==> config.mk <==
export PLATFORM = sky130hd
export DESIGN_NAME = burst_line_ctrl
export DESIGN_NICKNAME = d
export VERILOG_FILES = /design/src/rtl/burst_pkg.sv /design/src/rtl/burst_seq.sv /design/src/rtl/burst_dpath.sv /design/src/rtl/burst_line_ctrl.sv
export SDC_FILE = /design/constraint.sdc
export NUM_CORES = 1
export LEC_CHECK = 0
export BUFFER_PORTS_ARGS = -buffer_cell sky130_fd_sc_hd__buf_2
export CAP_MARGIN = 5
export CORE_MARGIN = 3
export CORE_UTILIZATION = 46
export CTS_CLUSTER_SIZE = 24
export DETAILED_ROUTE_END_ITERATION = 8
export HOLD_SLACK_MARGIN = 0.03
export PLACE_DENSITY = 0.77
export SETUP_SLACK_MARGIN = 0.1
export SLEW_MARGIN = 10
export SYNTH_ARGS = -nofsm -noshare
export SYNTH_HDL_FRONTEND = slang
export SYNTH_HIERARCHICAL = 1
export SYNTH_SLANG_ARGS = --single-unit
==> constraint.sdc <==
create_clock -name clk -period 5.9 [get_ports clk]
set_clock_uncertainty 0.2 [all_clocks]
set_input_delay 1.77 -clock clk [delete_from_list [all_inputs] [get_ports clk]]
set_output_delay 1.77 -clock clk [all_outputs]
set_load 0.005 [all_outputs]
==> src/rtl/burst_pkg.sv <==
package burst_pkg;

  typedef enum logic [1:0] {
    ST_IDLE = 2'd0,
    ST_BEAT = 2'd1,
    ST_GAP  = 2'd2,
    ST_DONE = 2'd3
  } bst_state_e;

endpackage

==> src/rtl/burst_seq.sv <==
module burst_seq
  import burst_pkg::*;
#(
  parameter int BEATS = 4,
  parameter int IDX_W = 2
) (
  input  logic             clk,
  input  logic             rst_n,
  input  logic             req_valid,
  input  logic [IDX_W-1:0] req_crit,
  input  logic             bus_ack,
  input  logic             bus_binh,
  input  logic             bus_err,
  output bst_state_e       state,
  output logic             accept,
  output logic             in_beat,
  output logic             beat_done,
  output logic             term_err,
  output logic             fallback,
  output logic             last_beat,
  output logic             burst_on,
  output logic [IDX_W-1:0] word_idx
);

  // word index of beat b when the line starts at word c (wraps in the line)
  function automatic logic [IDX_W-1:0] wrap_word(input logic [IDX_W-1:0] c,
                                                 input logic [IDX_W-1:0] b);
    return c + b;
  endfunction

  bst_state_e       st_q;
  logic [IDX_W-1:0] beat_q;
  logic [IDX_W-1:0] crit_q;
  logic             burst_q;

  assign state     = st_q;
  assign accept    = (st_q == ST_IDLE) && req_valid;
  assign in_beat   = (st_q == ST_BEAT);
  assign term_err  = in_beat && bus_err;
  assign beat_done = in_beat && bus_ack && !bus_err;
  assign fallback  = beat_done && burst_q && (beat_q == '0) && bus_binh;
  assign last_beat = (beat_q == IDX_W'(BEATS - 1));
  assign burst_on  = burst_q;
  assign word_idx  = wrap_word(crit_q, beat_q);

  always_ff @(posedge clk) begin
    if (!rst_n) begin
      st_q    <= ST_IDLE;
      beat_q  <= '0;
      crit_q  <= '0;
      burst_q <= 1'b0;
    end else begin
      case (st_q)
        ST_IDLE: begin
          if (accept) begin
            st_q    <= ST_BEAT;
            beat_q  <= '0;
            crit_q  <= req_crit;
            burst_q <= 1'b1;
          end
        end
        ST_BEAT: begin
          if (term_err) begin
            st_q <= ST_DONE;
          end else if (beat_done) begin
            if (fallback) burst_q <= 1'b0;
            if (last_beat) begin
              st_q <= ST_DONE;
            end else begin
              beat_q <= beat_q + IDX_W'(1);
              st_q   <= (burst_q && !fallback) ? ST_BEAT : ST_GAP;
            end
          end
        end
        ST_GAP:  st_q <= ST_BEAT;
        ST_DONE: st_q <= ST_IDLE;
        default: st_q <= ST_IDLE;
      endcase
    end
  end


  fallback_single_chk: assert property (@(posedge clk) disable iff (!rst_n)
    fallback && !last_beat |=> (st_q == ST_GAP) && !burst_q);


  late_binh_chk: assert property (@(posedge clk) disable iff (!rst_n)
    beat_done && (beat_q != '0) && burst_q && bus_binh && !last_beat
    |=> (st_q == ST_BEAT) && burst_q);


  err_end_chk: assert property (@(posedge clk) disable iff (!rst_n)
    term_err |=> (st_q == ST_DONE));


  done_once_chk: assert property (@(posedge clk) disable iff (!rst_n)
    (st_q == ST_DONE) |=> (st_q == ST_IDLE));


  wrap_step_chk: assert property (@(posedge clk) disable iff (!rst_n)
    beat_done && !last_beat |=> word_idx == $past(word_idx) + IDX_W'(1));

endmodule

==> src/rtl/burst_dpath.sv <==
module burst_dpath #(
  parameter int DATA_W = 32,
  parameter int ADDR_W = 26,
  parameter int BEATS  = 4,
  parameter int IDX_W  = 2,
  parameter int OFF_W  = 2,
  parameter int TAG_W  = 22
) (
  input  logic                    clk,
  input  logic                    rst_n,
  input  logic                    accept,
  input  logic                    req_write,
  input  logic [TAG_W-1:0]        req_tag,
  input  logic [DATA_W*BEATS-1:0] req_wdata,
  input  logic                    beat_done,
  input  logic                    term_err,
  input  logic [IDX_W-1:0]        word_idx,
  input  logic [DATA_W-1:0]       bus_rdata,
  output logic [ADDR_W-1:0]       bus_addr,
  output logic [DATA_W-1:0]       bus_wdata,
  output logic                    bus_we,
  output logic [DATA_W*BEATS-1:0] line_rdata,
  output logic                    line_err
);

  // byte address of a word inside an aligned line
  function automatic logic [ADDR_W-1:0] beat_addr(input logic [TAG_W-1:0] tag,
                                                  input logic [IDX_W-1:0] idx);
    return {tag, idx, {OFF_W{1'b0}}};
  endfunction

  logic [TAG_W-1:0]  tag_q;
  logic              we_q;
  logic              err_q;
  logic [DATA_W-1:0] wword [BEATS];
  logic [DATA_W-1:0] rword [BEATS];

  always_ff @(posedge clk) begin
    if (!rst_n) begin
      tag_q <= '0;
      we_q  <= 1'b0;
      err_q <= 1'b0;
    end else if (accept) begin
      tag_q <= req_tag;
      we_q  <= req_write;
      err_q <= 1'b0;
    end else if (term_err) begin
      err_q <= 1'b1;
    end
  end

  for (genvar i = 0; i < BEATS; i++) begin : g_word
    always_ff @(posedge clk) begin
      if (!rst_n) begin
        wword[i] <= '0;
        rword[i] <= '0;
      end else begin
        if (accept) wword[i] <= req_wdata[i*DATA_W +: DATA_W];
        if (beat_done && !we_q && (word_idx == IDX_W'(i))) rword[i] <= bus_rdata;
      end
    end
    assign line_rdata[i*DATA_W +: DATA_W] = rword[i];
  end

  assign bus_addr  = beat_addr(tag_q, word_idx);
  assign bus_wdata = wword[word_idx];
  assign bus_we    = we_q;
  assign line_err  = err_q;


  rd_capture_chk: assert property (@(posedge clk) disable iff (!rst_n)
    beat_done && !we_q |=> rword[$past(word_idx)] == $past(bus_rdata));


  line_tag_chk: assert property (@(posedge clk) disable iff (!rst_n)
    accept |=> bus_addr[ADDR_W-1:OFF_W+IDX_W] == $past(req_tag));


  err_flag_chk: assert property (@(posedge clk) disable iff (!rst_n)
    term_err |=> line_err);

endmodule

==> src/rtl/burst_line_ctrl.sv <==
module burst_line_ctrl
  import burst_pkg::*;
#(
  parameter int DATA_W = 32,
  parameter int ADDR_W = 26,
  parameter int BEATS  = 4
) (
  input  logic                    clk,
  input  logic                    rst_n,
  input  logic                    req_valid,
  output logic                    req_ready,
  input  logic                    req_write,
  input  logic [ADDR_W-1:0]       req_addr,
  input  logic [$clog2(BEATS)-1:0] req_crit,
  input  logic [DATA_W*BEATS-1:0] req_wdata,
  output logic                    line_done,
  output logic                    line_err,
  output logic [DATA_W*BEATS-1:0] line_rdata,
  output logic                    bus_valid,
  output logic [ADDR_W-1:0]       bus_addr,
  output logic                    bus_burst_n,
  output logic                    bus_we,
  output logic [DATA_W-1:0]       bus_wdata,
  input  logic [DATA_W-1:0]       bus_rdata,
  input  logic                    bus_ack,
  input  logic                    bus_binh,
  input  logic                    bus_err
);

  localparam int IDX_W = $clog2(BEATS);
  localparam int OFF_W = $clog2(DATA_W / 8);
  localparam int LOW_W = IDX_W + OFF_W;
  localparam int TAG_W = ADDR_W - LOW_W;

  bst_state_e       state;
  logic             accept, in_beat, beat_done, term_err;
  logic             fallback, last_beat, burst_on;
  logic [IDX_W-1:0] word_idx;
  logic [LOW_W-1:0] unused_low_addr;

  assign unused_low_addr = req_addr[LOW_W-1:0];

  burst_seq #(
    .BEATS(BEATS),
    .IDX_W(IDX_W)
  ) u_seq (
    .clk      (clk),
    .rst_n    (rst_n),
    .req_valid(req_valid),
    .req_crit (req_crit),
    .bus_ack  (bus_ack),
    .bus_binh (bus_binh),
    .bus_err  (bus_err),
    .state    (state),
    .accept   (accept),
    .in_beat  (in_beat),
    .beat_done(beat_done),
    .term_err (term_err),
    .fallback (fallback),
    .last_beat(last_beat),
    .burst_on (burst_on),
    .word_idx (word_idx)
  );

  burst_dpath #(
    .DATA_W(DATA_W),
    .ADDR_W(ADDR_W),
    .BEATS (BEATS),
    .IDX_W (IDX_W),
    .OFF_W (OFF_W),
    .TAG_W (TAG_W)
  ) u_dpath (
    .clk       (clk),
    .rst_n     (rst_n),
    .accept    (accept),
    .req_write (req_write),
    .req_tag   (req_addr[ADDR_W-1:LOW_W]),
    .req_wdata (req_wdata),
    .beat_done (beat_done),
    .term_err  (term_err),
    .word_idx  (word_idx),
    .bus_rdata (bus_rdata),
    .bus_addr  (bus_addr),
    .bus_wdata (bus_wdata),
    .bus_we    (bus_we),
    .line_rdata(line_rdata),
    .line_err  (line_err)
  );

  assign req_ready   = (state == ST_IDLE);
  assign line_done   = (state == ST_DONE);
  assign bus_valid   = in_beat;
  assign bus_burst_n = !(in_beat && burst_on);


  first_burst_chk: assert property (@(posedge clk) disable iff (!rst_n)
    accept |=> bus_valid && !bus_burst_n);


  wait_hold_chk: assert property (@(posedge clk) disable iff (!rst_n)
    bus_valid && !bus_ack && !bus_err
    |=> bus_valid && $stable(bus_addr) && $stable(bus_burst_n)
        && $stable(bus_wdata) && $stable(bus_we));


  idle_quiet_chk: assert property (@(posedge clk) disable iff (!rst_n)
    req_ready |-> !bus_valid && bus_burst_n && !line_done);


  single_gap_chk: assert property (@(posedge clk) disable iff (!rst_n)
    fallback && !last_beat |=> !bus_valid ##1 bus_valid && bus_burst_n);

endmodule

==> metrics.txt, run 1 <==
status=finished, final reports clean; Die Width=164 um; max incr delay on CP=1.02 ns; RePlAce Congestion=0.754; P&R area growth vs syn=26.4%; clk slew on worst S/H paths=0.06 ns; Synth Area per Inst=15.0 um2; fill count=1,882; WL/cell=19.3 um; multi-input logic area=2970 um2; switching share of power=0.229; origin of the worst min-delay path=u_dpath/line_err; ratio of cells with drive above 1 in the final layout=0.423; largest fanout on the critical path=30; FMAX=201 MHz; synthesized cell area=11,600 um2; final slew viol count=0; placed cell areas=13,700 um2; minimum clock period=4.98 ns; reg-to-reg endpoint=u_dpath/rword[1][29]; worst r2r src=u_seq/beat_q[0]; nets=1,327; hold depth=2; delay-heaviest family, CP=adder cells; RSZ-0062 raised after global routing=false; cells on worst reg2reg path=3; internal power=3540 uW; WS Path Type=reg2out; clock network power share=0.374; clock network latency to the later pin of the worst-skew pair=0.53 ns; Hold WC Path Type=reg2reg; WL final=28,500 um; Final Setup Violations=0; sw power=1050 uW; Final Util=0.595; Leak=0.00639 uW; DRT iter0 DRCs=613; Hold Path End=u_dpath/line_err; Overflow after GRT=0; Cells after DPL=1,423; DRC Markers=0; # IOs=387; VDD IR-drop max=0.275 mV; Core ar.=24,500 um2; Startpoint Class=register; flop-to-flop setup slack=2.67 ns; total track usage=0.202; CTS tree=built; highest-delay cell along the critical path=ha_2; Worst Max-Slew Pin Slew=1.16 ns; TNS Setup=0 ns; DP Worst Slack=1.37 ns; Root Driver=clkbuf_16; Setup WS post-layout=0.916 ns; # clock sinks=287; Final Instance Area=14,600 um2; pwr/cell area=314 nW/um2; cts bufs inserted=28; DR pass1 iterations=5; antenna violations before repair=10; Worst slew margin=0.226; largest net degree at the start of global routing=112; Die Y=164 um; WP buf/inv=2; Max Buffers Root-to-Sink=3; Die Area=27,100 um2; vias in the first global route=7,616; synth warn=6; fin crit share=0.845; CP Data Arrival Time=3.01 ns; post-route ant nets=0; crit path cell chain=ha_2 -> buf_4 -> mux4_2 -> buf_2; initial core utilization=0.471; Vias=7,696; Reg area=8310 um2; Worst Setup End Kind=output pin; Critical Path RT=3.93 ns; global-route wire length before repair=42,300 um; vias per cell=5.21; Row Count=57; # resized after CTS=0; Max Cap Viol=0; Final Instance Count excl. Fillers=1,477; Hold Vio Cnt, Final=0; DP Wirelength=19,300 um; port bufs=380; sequential fraction of design power=0.522; Mapped Cells=771; Gate power share=0.103; setup repair bufs after CTS=0; Post-CTS Hold Buffers=0; H-tree depth=1
==> per-layer routing <==
metal	routed length (um)	track usage	part of all wire	up-vias
li1	-	-	-	3548
met2	13900	0.344	0.49	432
met1	10400	0.243	0.36	3631
met3	3030	0.0622	0.11	71
met5	79	0	0.0028	-
met4	1100	0.0762	0.038	14
==> area by class of cell <==
class / instances / share of cell area
Inverter: 3 / 0.000771
Multi-Input combinational cell: 417 / 0.204
Antenna cell: 3 / 0.000514
Clock buffer: 33 / 0.0493
Sequential cell: 287 / 0.569
Clock inverter: 18 / 0.0118
Timing Repair Buffer: 392 / 0.137
Tap cell: 324 / 0.0278
==> stage by stage <==
stage	power (uW)	hold slack (ns)
6_report	4590	0.273
5_1_grt	4780	0.322
4_1_cts	4640	0.280
3_5_place_dp	2920	0.265
3_3_place_gp	2910	0.250
2_1_floorplan	2700	0.262
==> tightest hold or removal path, cell delays in order (launching register included) <==
cell and delay, ns:
dfxtp_1 0.33, nor2_1 0.05, nor2_1 0.06
==> registers in the layout (all words and copies together), names as in the netlist <==
signal,flops
u_dpath/rword,128
u_dpath/tag_q,22
u_seq/state,2
u_dpath/bus_we,1
u_seq/burst_on,1
u_dpath/line_err,1
u_dpath/wword,128
u_seq/beat_q,2
u_seq/crit_q,2
==> cell usage in the layout (no fill, tap or decap), types with 3 or more instances in the layout <==
master	count
buf_2	379
edfxtp_1	256
and3_1	129
nor2_1	124
nand2_1	37
mux4_2	32
dfxtp_1	31
clkbuf_16	28
mux2i_1	25
nor2b_1	25
buf_4	12
nor2_2	8
clkinvlp_4	5
clkbuf_1	5
clkinv_1	4
diode_2	3
clkinv_2	3
nand2b_1	3
nand4bb_1	3
inv_1	3
==> power groups by stage <==
stage | logic [uW] | registers [uW] | clock network (uW)
detailed placement | 480 | 2440 | 0
global route | 522 | 2410 | 1850
finish | 475 | 2400 | 1720
global placement | 472 | 2440 | 0
CTS | 483 | 2400 | 1760
floorplan | 257 | 2440 | 0
==> how the worst max path moves through the flow <==
stage                    start             endpoint  slack (ns)  cells after the start
2_1_floorplan          bus_err  u_dpath/rword[0][0]        0.48                      4
3_3_place_gp   u_seq/beat_q[0]        bus_wdata[16]        1.39                      4
3_5_place_dp   u_seq/beat_q[0]        bus_wdata[12]        1.37                      4
4_1_cts        u_seq/beat_q[0]        bus_wdata[12]        0.79                      4
5_1_grt        u_seq/beat_q[0]        bus_wdata[12]        0.69                      4
6_report       u_seq/beat_q[0]        bus_wdata[12]        0.92                      4
No activity file was read; power rests on OpenSTA's default activity.
==> run 2, diff against run 1 <==
- ABC_AREA: not set -> 1
- PLACE_DENSITY: 0.77 -> 0.76
- clock period: 5.9 -> 4.2 ns (I/O delays scaled with it)
==> run 2 against run 1 <==
  * Global-route usage increased by 0.47 points
  * Critical path depth rose by 3
  * Critical endpoint is now bus_wdata[5]
  * Core utilization grew 0.43 points
  * Die area rose by 5.3%
  * Sequential power is 40% higher
  * Setup slack got worse by 0.61 ns
  * Via count increased by 19%
  * Largest cell class unchanged
  * Sequential cell count unchanged
  * Total power up 49%
  * Non-clock buffer count increased by 9
==> metrics.txt, run 2 <==
routing usage on met1=0.251; CP Data Arrival Time=2.44 ns; Post-CTS Hold Buffers=0; DP Wirelength=21,000 um; clock network power share=0.398; crit path cell chain=ha_2 -> buf_4 -> nand2_1 -> nand2_1 -> nand2_1 -> nand2_1 -> buf_2; sequential fraction of design power=0.492; Cells after DPL=1,873; RePlAce Congestion=0.831; Worst path depth=7; synthesized cell area=12,200 um2; post-route ant nets=0; Final Setup Violations=0; FMAX=257 MHz; TNS Setup=0 ns; Startpoint Class=register; clk slew on worst S/H paths=0.06 ns; pwr/cell area=446 nW/um2; status=finished, final reports clean; highest-delay cell along the critical path=buf_4; hold depth=2; WS Path Type=reg2out; Worst slew margin=0.479; Worst Max-Slew Pin Slew=0.780 ns; fill count=2,103; fin crit share=0.928; internal power=5230 uW; cells on worst reg2reg path=7; Reg area=8310 um2; synth warn=6; VDD IR-drop max=0.362 mV; most frequent cells in the layout=380 x buf_2, 330 x nand2_1, 256 x edfxtp_1; critical path startpoint=u_seq/beat_q[0]; origin of the worst min-delay path=u_dpath/tag_q[4]; vias per cell=4.76; delay-heaviest family, CP=buffers and inverters; Hold Vio Cnt, Final=0; DR pass1 iterations=5; Max Cap Viol=0; Final Instance Area=15,400 um2; cts bufs inserted=29; Row Count=58; minimum clock period=3.90 ns; Die Area=28,500 um2; DRT iter0 DRCs=771; H-tree depth=1; GR Layer Usage met3=0.0332; ratio of cells with drive above 1 in the final layout=0.312; WL final=30,500 um; # clock sinks=287; Die Y=169 um; max incr delay on CP=0.57 ns; Gate power share=0.110; Die Width=169 um; worst r2r src=u_seq/beat_q[0]; Root Driver=clkbuf_16; DRC Markers=0; Final Instance Count excl. Fillers=1,929; Vias=9,179; Mapped Cells=1,203; vias in the first global route=9,101; Top cell by count, worst path=nand2_1; # IOs=387; commonest non-fill, non-tap cell in the layout=buf_2; Leak=0.00784 uW; clock network latency to the later pin of the worst-skew pair=0.55 ns; Hold WC Path Type=reg2reg; # resized after CTS=0; Worst Setup End Kind=output pin; placed cell areas=14,300 um2; P&R area growth vs syn=26.1%; Critical Path RT=2.74 ns; initial core utilization=0.476; antenna violations before repair=3; WL/cell=15.8 um; multi-input logic area=2830 um2; CTS tree=built; WP buf/inv=2; met2 GRT Util=0.372; Overflow after GRT=0; total track usage=0.207; Core ar.=25,600 um2; port bufs=380; Max Buffers Root-to-Sink=3; largest net degree at the start of global routing=69; layer with the highest usage=met2; Regs by FF count=u_dpath/rword x128, u_dpath/wword x128, u_dpath/tag_q x22; switching share of power=0.237; Synth Area per Inst=10.1 um2; nets=1,772; final slew viol count=0; sw power=1620 uW; RSZ-0062 raised after global routing=false; setup repair bufs after CTS=0; global-route wire length before repair=47,100 um; largest fanout on the critical path=68
[run 2: path summary, 6_finish.rpt]
check | to | slack [ns]
min reg2reg | u_dpath/tag_q[4] | 0.26
max reg2reg | u_dpath/rword[3][28] | 1.49
min | u_dpath/tag_q[4] | 0.26
max | bus_wdata[5] | 0.30
[run 2: final cells by class]
cell class	count	area share
Clock buffer	31	0.0477
Clock inverter	22	0.0184
Inverter	178	0.0435
Tap cell	330	0.0269
Timing Repair Buffer	401	0.138
Antenna cell	3	0.000489
Multi-Input combinational cell	677	0.184
Sequential cell	287	0.541
[run 2: worst min-delay path: stages (launching register included)]
cell	delay, ns
dfxtp_1	0.31
nand3_1	0.07
nand2_1	0.04
[run 2: through the flow]
| stage | setup WS [ns] | util | total power (uW) | hold WS [ns] |
|---|---|---|---|---|
| 3_3_place_gp | 0.909 | 0.560 | 4170 | 0.251 |
| 4_1_cts | 0.288 | 0.599 | 6910 | 0.264 |
| 5_1_grt | 0.149 | 0.600 | 7130 | 0.290 |
| 6_report | 0.303 | 0.600 | 6850 | 0.261 |
| 3_5_place_dp | 0.768 | 0.560 | 4190 | 0.255 |
| 2_1_floorplan | 0.338 | - | 3850 | 0.257 |
[run 2: power by group through the flow]
stage / combinational [uW] / sequential (uW) / clock (uW)
final: 753 / 3370 / 2720
after global routing: 844 / 3390 / 2900
after CTS: 764 / 3370 / 2780
after detailed placement: 760 / 3430 / 0
after global placement: 747 / 3420 / 0
after floorplan: 410 / 3440 / 0
[run 2: layer usage]
metal / share of wire / vias to the layer above / routed length, um
met4: 0.037 / 0 / 1140
met1: 0.38 / 4217 / 11600
met3: 0.074 / 65 / 2270
met2: 0.51 / 422 / 15500
li1: - / 4475 / -
met5: 0 / - / 0
